## config.mk

```make
export PLATFORM = sky130hd
export DESIGN_NAME = thr_irq
export DESIGN_NICKNAME = d
export VERILOG_FILES = /design/src/rtl/thr_irq_pkg.sv /design/src/rtl/thr_range_check.sv /design/src/rtl/thr_persist_filter.sv /design/src/rtl/thr_pending_flag.sv /design/src/rtl/thr_irq.sv
export SDC_FILE = /design/constraint.sdc
export NUM_CORES = 1
export LEC_CHECK = 0
export BUFFER_PORTS_ARGS = -buffer_cell sky130_fd_sc_hd__buf_2
export CAP_MARGIN = 20
export CORE_ASPECT_RATIO = 1.25
export CORE_MARGIN = 5
export CORE_UTILIZATION = 54
export DETAILED_ROUTE_END_ITERATION = 8
export PLACE_DENSITY = 0.95
export SYNTH_ARGS = -nofsm -noshare
export SYNTH_HDL_FRONTEND = slang
export SYNTH_SLANG_ARGS = --single-unit
```

## constraint.sdc

```tcl
create_clock -name clk -period 5.7 [get_ports clk]
set_input_delay 0.285 -clock clk [delete_from_list [all_inputs] [get_ports clk]]
set_output_delay 0.285 -clock clk [all_outputs]
set_load 0.05 [all_outputs]
```

## src/rtl/thr_irq_pkg.sv

```systemverilog
package thr_irq_pkg;

    localparam int DEF_DATA_W = 16;
    localparam int PERS_W     = 4;
    localparam int CNT_W      = 6;
    localparam int N_SRC      = 2;

    typedef enum logic {
        SRC_LIGHT = 1'b0,
        SRC_PROX  = 1'b1
    } src_kind_e;

    typedef struct packed {
        logic oor;
        logic fire;
    } eval_t;

    // Decode a persistence code into the number of consecutive
    // out-of-range results needed before the source fires.
    function automatic logic [CNT_W-1:0] persist_target(src_kind_e kind,
                                                        logic [PERS_W-1:0] code);
        logic [CNT_W-1:0] wide;
        wide = CNT_W'(code);
        if (kind == SRC_LIGHT && code > PERS_W'(3))
            return CNT_W'((wide - CNT_W'(3)) * CNT_W'(5));
        return wide;
    endfunction

    function automatic src_kind_e kind_of(int idx);
        return (idx == 0) ? SRC_LIGHT : SRC_PROX;
    endfunction

endpackage

```

## src/rtl/thr_range_check.sv

```systemverilog
module thr_range_check #(
    parameter int DATA_W = 16
) (
    input  logic [DATA_W-1:0] data,
    input  logic [DATA_W-1:0] lo,
    input  logic [DATA_W-1:0] hi,
    output logic              oor
);
    logic below;
    logic above;

    always_comb begin
        below = data < lo;
        above = data > hi;
        oor   = below | above;
    end
endmodule

```

## src/rtl/thr_persist_filter.sv

```systemverilog
module thr_persist_filter
    import thr_irq_pkg::*;
#(
    parameter src_kind_e KIND = SRC_LIGHT,
    parameter int        PW   = PERS_W,
    parameter int        CW   = CNT_W
) (
    input  logic          clk,
    input  logic          rst,
    input  logic          valid,
    input  logic          oor,
    input  logic [PW-1:0] code,
    output eval_t         ev
);
    localparam logic [CW-1:0] CNT_MAX = {CW{1'b1}};

    logic [CW-1:0] run_q;
    logic [CW-1:0] run_inc;
    logic [CW-1:0] target;
    logic          every;

    always_comb begin
        target  = CW'(persist_target(KIND, code));
        every   = (code == '0);
        run_inc = (run_q == CNT_MAX) ? run_q : run_q + CW'(1);
        ev.oor  = oor;
        ev.fire = valid & (every | (oor & (run_inc >= target)));
    end

    always_ff @(posedge clk) begin
        if (rst)
            run_q <= '0;
        else if (valid)
            run_q <= oor ? run_inc : '0;
    end
endmodule

```

## src/rtl/thr_pending_flag.sv

```systemverilog
module thr_pending_flag (
    input  logic clk,
    input  logic rst,
    input  logic set,
    input  logic clr,
    output logic pend
);
    always_ff @(posedge clk) begin
        if (rst)
            pend <= 1'b0;
        else
            pend <= set | (pend & ~clr);
    end
endmodule

```

## src/rtl/thr_irq.sv

```systemverilog
module thr_irq
    import thr_irq_pkg::*;
#(
    parameter int DATA_W = DEF_DATA_W,
    parameter int PW     = PERS_W,
    parameter int CW     = CNT_W,
    parameter int LT_BIT = 4,
    parameter int PX_BIT = 5
) (
    input  logic              clk,
    input  logic              rst,
    input  logic              lt_valid,
    input  logic [DATA_W-1:0] lt_data,
    input  logic [DATA_W-1:0] lt_lo,
    input  logic [DATA_W-1:0] lt_hi,
    input  logic              lt_en,
    input  logic [PW-1:0]     lt_pers,
    input  logic              lt_clr,
    input  logic              px_valid,
    input  logic [DATA_W-1:0] px_data,
    input  logic [DATA_W-1:0] px_lo,
    input  logic [DATA_W-1:0] px_hi,
    input  logic              px_en,
    input  logic [PW-1:0]     px_pers,
    input  logic              px_clr,
    output logic              lt_pend,
    output logic              px_pend,
    output logic [7:0]        status,
    output logic              irq_n
);
    logic [N_SRC-1:0]             s_valid;
    logic [N_SRC-1:0][DATA_W-1:0] s_data;
    logic [N_SRC-1:0][DATA_W-1:0] s_lo;
    logic [N_SRC-1:0][DATA_W-1:0] s_hi;
    logic [N_SRC-1:0]             s_en;
    logic [N_SRC-1:0][PW-1:0]     s_pers;
    logic [N_SRC-1:0]             s_clr;
    logic [N_SRC-1:0]             s_pend;

    always_comb begin
        s_valid = {px_valid, lt_valid};
        s_data  = {px_data, lt_data};
        s_lo    = {px_lo, lt_lo};
        s_hi    = {px_hi, lt_hi};
        s_en    = {px_en, lt_en};
        s_pers  = {px_pers, lt_pers};
        s_clr   = {px_clr, lt_clr};
    end

    for (genvar gi = 0; gi < N_SRC; gi++) begin : g_src
        logic  oor;
        eval_t ev;

        thr_range_check #(.DATA_W(DATA_W)) u_rng (
            .data (s_data[gi]),
            .lo   (s_lo[gi]),
            .hi   (s_hi[gi]),
            .oor  (oor)
        );

        thr_persist_filter #(.KIND(kind_of(gi)), .PW(PW), .CW(CW)) u_flt (
            .clk   (clk),
            .rst   (rst),
            .valid (s_valid[gi]),
            .oor   (oor),
            .code  (s_pers[gi]),
            .ev    (ev)
        );

        thr_pending_flag u_flag (
            .clk  (clk),
            .rst  (rst),
            .set  (ev.fire & s_en[gi]),
            .clr  (s_clr[gi]),
            .pend (s_pend[gi])
        );
    end

    always_comb begin
        lt_pend        = s_pend[0];
        px_pend        = s_pend[1];
        status         = '0;
        status[LT_BIT] = s_pend[0];
        status[PX_BIT] = s_pend[1];
        irq_n          = ~|(s_pend & s_en);
    end
endmodule

```

* Yosys cells after proc, flatten, opt, wreduce, memory -nomap -nowiden *
Index checks and enable logic that the tools add are counted.

storage, ports and cells
  word-level logic and storage cells = 45
  input bits = 112
  register bits after elaboration = 14

operators by class
  reductions and logical operators = 4
  equality and inequality tests = 2
  bitwise operators = 17
  $lt $le $gt $ge = 7
  add/subtract/negate cells = 3
  multiplexer cells = 7
  $mul = 1

operators by type and width
  operator                                             count
  two-way mux 6 bit                                    6
  > comparator 16 bit                                  2
  less-than comparator 16 bit                          2
  adder 6 x 1 -> 6 bit (second input constant)         2
  == test 6 bit (second input constant)                2
  bitwise AND 1 bit                                    8
  logical NOT 4 bit                                    2
  greater-or-equal comparator 6 x 4 -> 1 bit           1
  greater-or-equal comparator 6 bit                    1
  multiplier 6 x 3 -> 6 bit (second input constant)    1
  bitwise OR 1 bit                                     6
  subtractor 4 x 2 -> 5 bit (second input constant)    1
  > comparator 4 x 2 -> 1 bit (second input constant)  1
  bitwise AND 2 bit                                    1
  inverter 1 bit                                       2
  OR reduction 2 bit                                   1
  logical NOT 1 bit                                    1
  two-way mux 1 bit                                    1

* Logic depth before layout (Yosys ltp) *
  word-level depth = 10
  depth in mapped cells = 12
  gate-level depth less buffers = 12

* Cells and area by module *
A second synthesis with hierarchy kept.

unflattened totals
  cell total of the unflattened synthesis = 401
  area total of the unflattened synthesis = 3034.2 sq um

modules (own cells, without submodules)
  module                               cells an instance  seq. area each (sq um)  instances  area each (sq um)
  thr_range_check                      109                0.0                     2          784.5
  thr_persist_filter (g_src[0].u_flt)  100                120.1                   1          795.8
  thr_persist_filter (g_src[1].u_flt)  63                 120.1                   1          503.0
  thr_irq                              12                 0.0                     1          88.8
  thr_pending_flag                     4                  20.0                    2          38.8

* Worst setup path after synthesis *
No wires, ideal clock.

  path kind = input -> register
  start = in lt_pers[2]
  end = reg g_src[0].u_flag.pend
  arrival = 2659 ps
  slack = 2919 ps
  cell stages on the path = 12
  data required time = 5578 ps
  path through = clkbuf_1 > a21oi_1 > xor2_1 > ha_1 > ha_1 > fa_1 > xor2_1 > nor3b_1 > a21oi_1 > ha_1 > nor2b_1 > o311a_1

on the way
  word-level cells in the longest chain between the ends = 10

ends and longest elaborated chain
  item                               line                      source
  start: declaration                 thr_irq.sv:17             input logic [PW-1:0] lt_pers,
  subtractor 4 x 2 -> 5 bit          thr_irq_pkg.sv:25         return CNT_W'((wide - CNT_W'(3)) * CNT_W'(5));
  multiplier 6 x 3 -> 6 bit          thr_irq_pkg.sv:25
  two-way mux 6 bit                  thr_irq_pkg.sv:24         if (kind == SRC_LIGHT && code > PERS_W'(3))
  two-way mux 6 bit                  thr_irq_pkg.sv:26         return wide;
  greater-or-equal comparator 6 bit  thr_persist_filter.sv:27  ev.fire = valid & (every | (oor & (run_inc >= target)));
  bitwise AND 1 bit                  thr_persist_filter.sv:27
  bitwise OR 1 bit *                 thr_persist_filter.sv:27
  bitwise AND 1 bit *                thr_persist_filter.sv:27
  bitwise AND 1 bit *                thr_irq.sv:73             .set (ev.fire & s_en[gi]),
  bitwise OR 1 bit *                 thr_pending_flag.sv:12    pend <= set | (pend & ~clr);
  end signal: assignment             thr_pending_flag.sv:12
  end: declaration                   thr_pending_flag.sv:6     output logic pend

Mark *: on every way between the ends. The rest lies on a longest branch, timed or not. The select of a mux whose other input is x is not followed.
A chain may end at the register's enable or synchronous reset.

* Worst setup path in the final report *
  start = reg g_src[0].u_flt.run_q[0]
  end = reg g_src[0].u_flag.pend

on the way
  word-level cells in the longest chain between the ends = 8

ends and longest elaborated chain
  item                                                   line                      source
  start: declaration                                     thr_persist_filter.sv:17  logic [CW-1:0] run_q;
  start signal: assignment                               thr_persist_filter.sv:34  run_q <= oor ? run_inc : '0;
  adder 6 x 1 -> 6 bit or == test 6 bit (tied branches)  thr_persist_filter.sv:25  run_inc = (run_q == CNT_MAX) ? run_q : run_q + CW'(1);
  two-way mux 6 bit *                                    thr_persist_filter.sv:25
  greater-or-equal comparator 6 bit *                    thr_persist_filter.sv:27
  bitwise AND 1 bit *                                    thr_persist_filter.sv:27
  bitwise OR 1 bit *                                     thr_persist_filter.sv:27
  bitwise AND 1 bit *                                    thr_persist_filter.sv:27
  bitwise AND 1 bit *                                    thr_irq.sv:73
  bitwise OR 1 bit *                                     thr_pending_flag.sv:12

Mark *: on every way between the ends. The rest lies on a longest branch, timed or not.

==> results.json <==
{
  "critical_path_class": "reg2reg",
  "clock_path_buffers": 2,
  "cpPeakStageDelay_ps": 430,
  "finalSetupViolCount": 0,
  "io-pin-count": 123,
  "synth_cell_type_count": 50,
  "initial_core_util_pct": 54.9,
  "cts_setup_buffers": 0,
  "io_buffers": 116,
  "cts-root-buf": "clkbuf_8",
  "finalInstanceArea_mm2": 0.00362,
  "path_clk_slew_ps": 60,
  "die_h_um": 92.9,
  "cts_tree": "yes",
  "slew_viol_final": 0,
  "area_growth_pct": 22.1,
  "cts_hold_buffers": 0,
  "drt_pass1_iterations": 4,
  "place_congestion": 0.840,
  "finalCoreUtilization_pct": 67.0,
  "row_count": 30,
  "synthTopCellsByArea": "ha_1, dfxtp_1, inv_1",
  "fillers": 434,
  "drc": 0,
  "drive_above_1_share_pct": 28.2,
  "netlist_area_mm2": 0.00297,
  "cpMostUsedCell": "a21o_1",
  "pre_cts_slack_ps": 2670,
  "totalWireLength_um": 7360,
  "grt_max_degree": 16,
  "crit_fanout": 6,
  "rsz0062_at_grt": "false",
  "syn_area_per_cell_um2": 7.79,
  "p_int_uw": 265,
  "antenna_found_initial": 0,
  "crit_family": "compound AO/OA/AOI/OAI gates",
  "layout_common_cells": "buf_2, ha_1, inv_1",
  "power.share.combinational_pct": 52.7,
  "clock-sinks": 14,
  "worst_setup_path_end_kind": "flip-flop",
  "placed_cell_area_mm2": 0.00357,
  "core_area_mm2": 0.00541,
  "grt_pass1_wl_um": 12800,
  "min_period_over_period_pct": 50.3,
  "hpwlAfterDp_um": 6500,
  "outcome": "finished, final reports clean",
  "fin_setup_tns_ps": 0,
  "fin_worst_skew_ps": 0.916,
  "min_period_ps": 2870,
  "ir_worst_vdd_v": 0.0000989,
  "clock.fmax_mhz": 349,
  "grt.total_usage_pct": 20.8,
  "fin_ws_ps": 2830,
  "clock_latency_ps": 250,
  "die_x_um": 76.3,
  "critPathRequiredTime_ps": 5840,
  "power_density_mw_per_mm2": 118,
  "crit_path_start_kind": "flip-flop",
  "cp_slowest_cell": "dfxtp_1",
  "ys_ff_latch": 14,
  "final_nets": 687,
  "synth-seq-area-share_pct": 9.44,
  "drv_cap": 0,
  "multiInputGateArea_mm2": 0.00236,
  "drt_iter0_drc": 160,
  "vias_per_cell": 5.52,
  "wl_per_cell_um": 13.2,
  "cp_num_buf_inv": 0,
  "postSynthCellCount": 381,
  "cts_resized": 0,
  "overflow": 0,
  "seqPwrFrac_pct": 24.4,
  "dpl.cell_count": 553,
  "synth_top_area_share_pct": 33.7,
  "regArea_um2": 280,
  "drtAntennaViolNets": 0,
  "cts_made_buffers": 3,
  "stdcell_count": 557,
  "cp.arrival_ps": 3000,
  "yosys_warnings": 0,
  "final_hold_viol_count": 0,
  "switchingPower_uw": 162,
  "swShare_pct": 37.9,
  "grt_pass1_vias": 3177,
  "min_path_type": "in2reg",
  "pwr-share-clk_pct": 22.9,
  "p_leak_nw": 2.10,
  "dieArea_mm2": 0.00709,
  "num_antenna_cells": 0,
  "synth_top_area_cell": "ha_1",
  "htree_num_levels": 1,
  "vias": 3072,
  "cp_cell_sequence": "ha_1 -> and3_1 -> nand3_1 -> xnor2_1 -> ha_1 -> nand2b_1 -> a21o_1 -> a21o_1 -> a21o_1 -> a21oi_1 -> nor2b_1 -> o311a_1",
  "final_common_cell": "buf_2"
}
metal layers:
| layer | vias to the layer above | GRT usage [%] | wire length [µm] |
|---|---|---|---|
| met1 | 1416 | 21.7 | 2780 |
| met3 | 12 | 1.56 | 334 |
| met4 | 0 | 5.69 | 114 |
| met5 | - | 0 | 0 |
| met2 | 85 | 43.1 | 4130 |
| li1 | 1559 | - | - |
logic make-up after synthesis:
logic type                 after synthesis  synth area share (%)
AOI/OAI and AO/OA                       90                  21.9
other                                    1                 0.126
buffers and inverters                   83                  11.5
muxes                                    5                  1.81
and+or+nand+nor                         99                  18.4
adders and majority gates               81                  34.4
xor gates and xnor gates                 8                  2.36
DFF                                     14                  9.44
synth_stat cells (all sizes together):
| cell | number |
|---|---|
| o211ai | 10 |
| o22ai | 2 |
| or3 | 1 |
| xor2 | 4 |
| a22oi | 1 |
| ha | 80 |
| and4b | 1 |
| a211o | 2 |
| a211oi | 4 |
| a2111oi | 2 |
| nor3 | 1 |
| a2bb2oi | 2 |
| o311ai | 2 |
| nand2b | 12 |
| and3 | 5 |
| o21a | 1 |
| clkbuf | 5 |
| and2 | 1 |
| a221oi | 4 |
| mux2 | 3 |
| o41ai | 1 |
| nand4 | 8 |
| nor3b | 2 |
| a21o | 10 |
| conb | 1 |
| inv | 70 |
| nand2 | 24 |
| fa | 1 |
| nand3 | 14 |
| o21ai | 8 |
| buf | 8 |
| xnor2 | 4 |
| nor4 | 1 |
| and4 | 4 |
| or2 | 3 |
| mux2i | 2 |
| a21oi | 36 |
| nor2 | 16 |
| a21boi | 2 |
| nor2b | 6 |
| o2111ai | 2 |
| o311a | 1 |
| dfxtp | 14 |
metrics by stage:
step / hold slack (ps) / power [mW]
floorplan: 349 / 0.254
global placement: 491 / 0.315
detailed placement: 504 / 0.330
CTS: 386 / 0.430
global route: 401 / 0.465
finish: 392 / 0.427
power groups by stage:
stage                     clock network, mW  logic (mW)  registers (mW)
after global routing                  0.101       0.259           0.105
after CTS                            0.0998       0.226           0.104
after floorplan                           0       0.147           0.107
final                                0.0977       0.225           0.104
after detailed placement                  0       0.224           0.106
after global placement                    0       0.210           0.106
sequential cells by signal (all words and copies together), names as in the netlist:
| signal | flops |
|---|---|
| g_src.u_flt.run_q | 12 |
| g_src.u_flag.pend | 2 |
area by class of cell:
cell class | count | area share (%)
Tap cell | 64 | 2.21
Inverter | 70 | 7.25
Sequential cell | 14 | 7.73
Timing Repair Buffer | 116 | 16.0
Multi-Input combinational cell | 289 | 65.3
Clock buffer | 4 | 1.52
worst register-to-register path, delay by kind of cell, from the launching register on:
kind | cells | cell delay (ps)
flip-flops | 1 | 430
AO/OA/AOI/OAI | 5 | 970
AND/OR/NAND/NOR | 4 | 640
adder cells (fa/ha/maj) | 2 | 540
XOR/XNOR | 1 | 180
final timing paths:
kind	startpoint	to	slack, ps	cells after the start
min reg2reg	g_src[1].u_flt.run_q[3]$_SDFFE_PP0P_	g_src[1].u_flt.run_q[3]$_SDFFE_PP0P_	510	2
min	px_valid	g_src[1].u_flt.run_q[4]$_SDFFE_PP0P_	390	2
max	g_src[0].u_flt.run_q[0]$_SDFFE_PP0P_	g_src[0].u_flag.pend$_SDFF_PP0_	2830	12
max reg2reg	g_src[0].u_flt.run_q[0]$_SDFFE_PP0P_	g_src[0].u_flag.pend$_SDFF_PP0_	2830	12
Power figures use the tool's default switching activity.
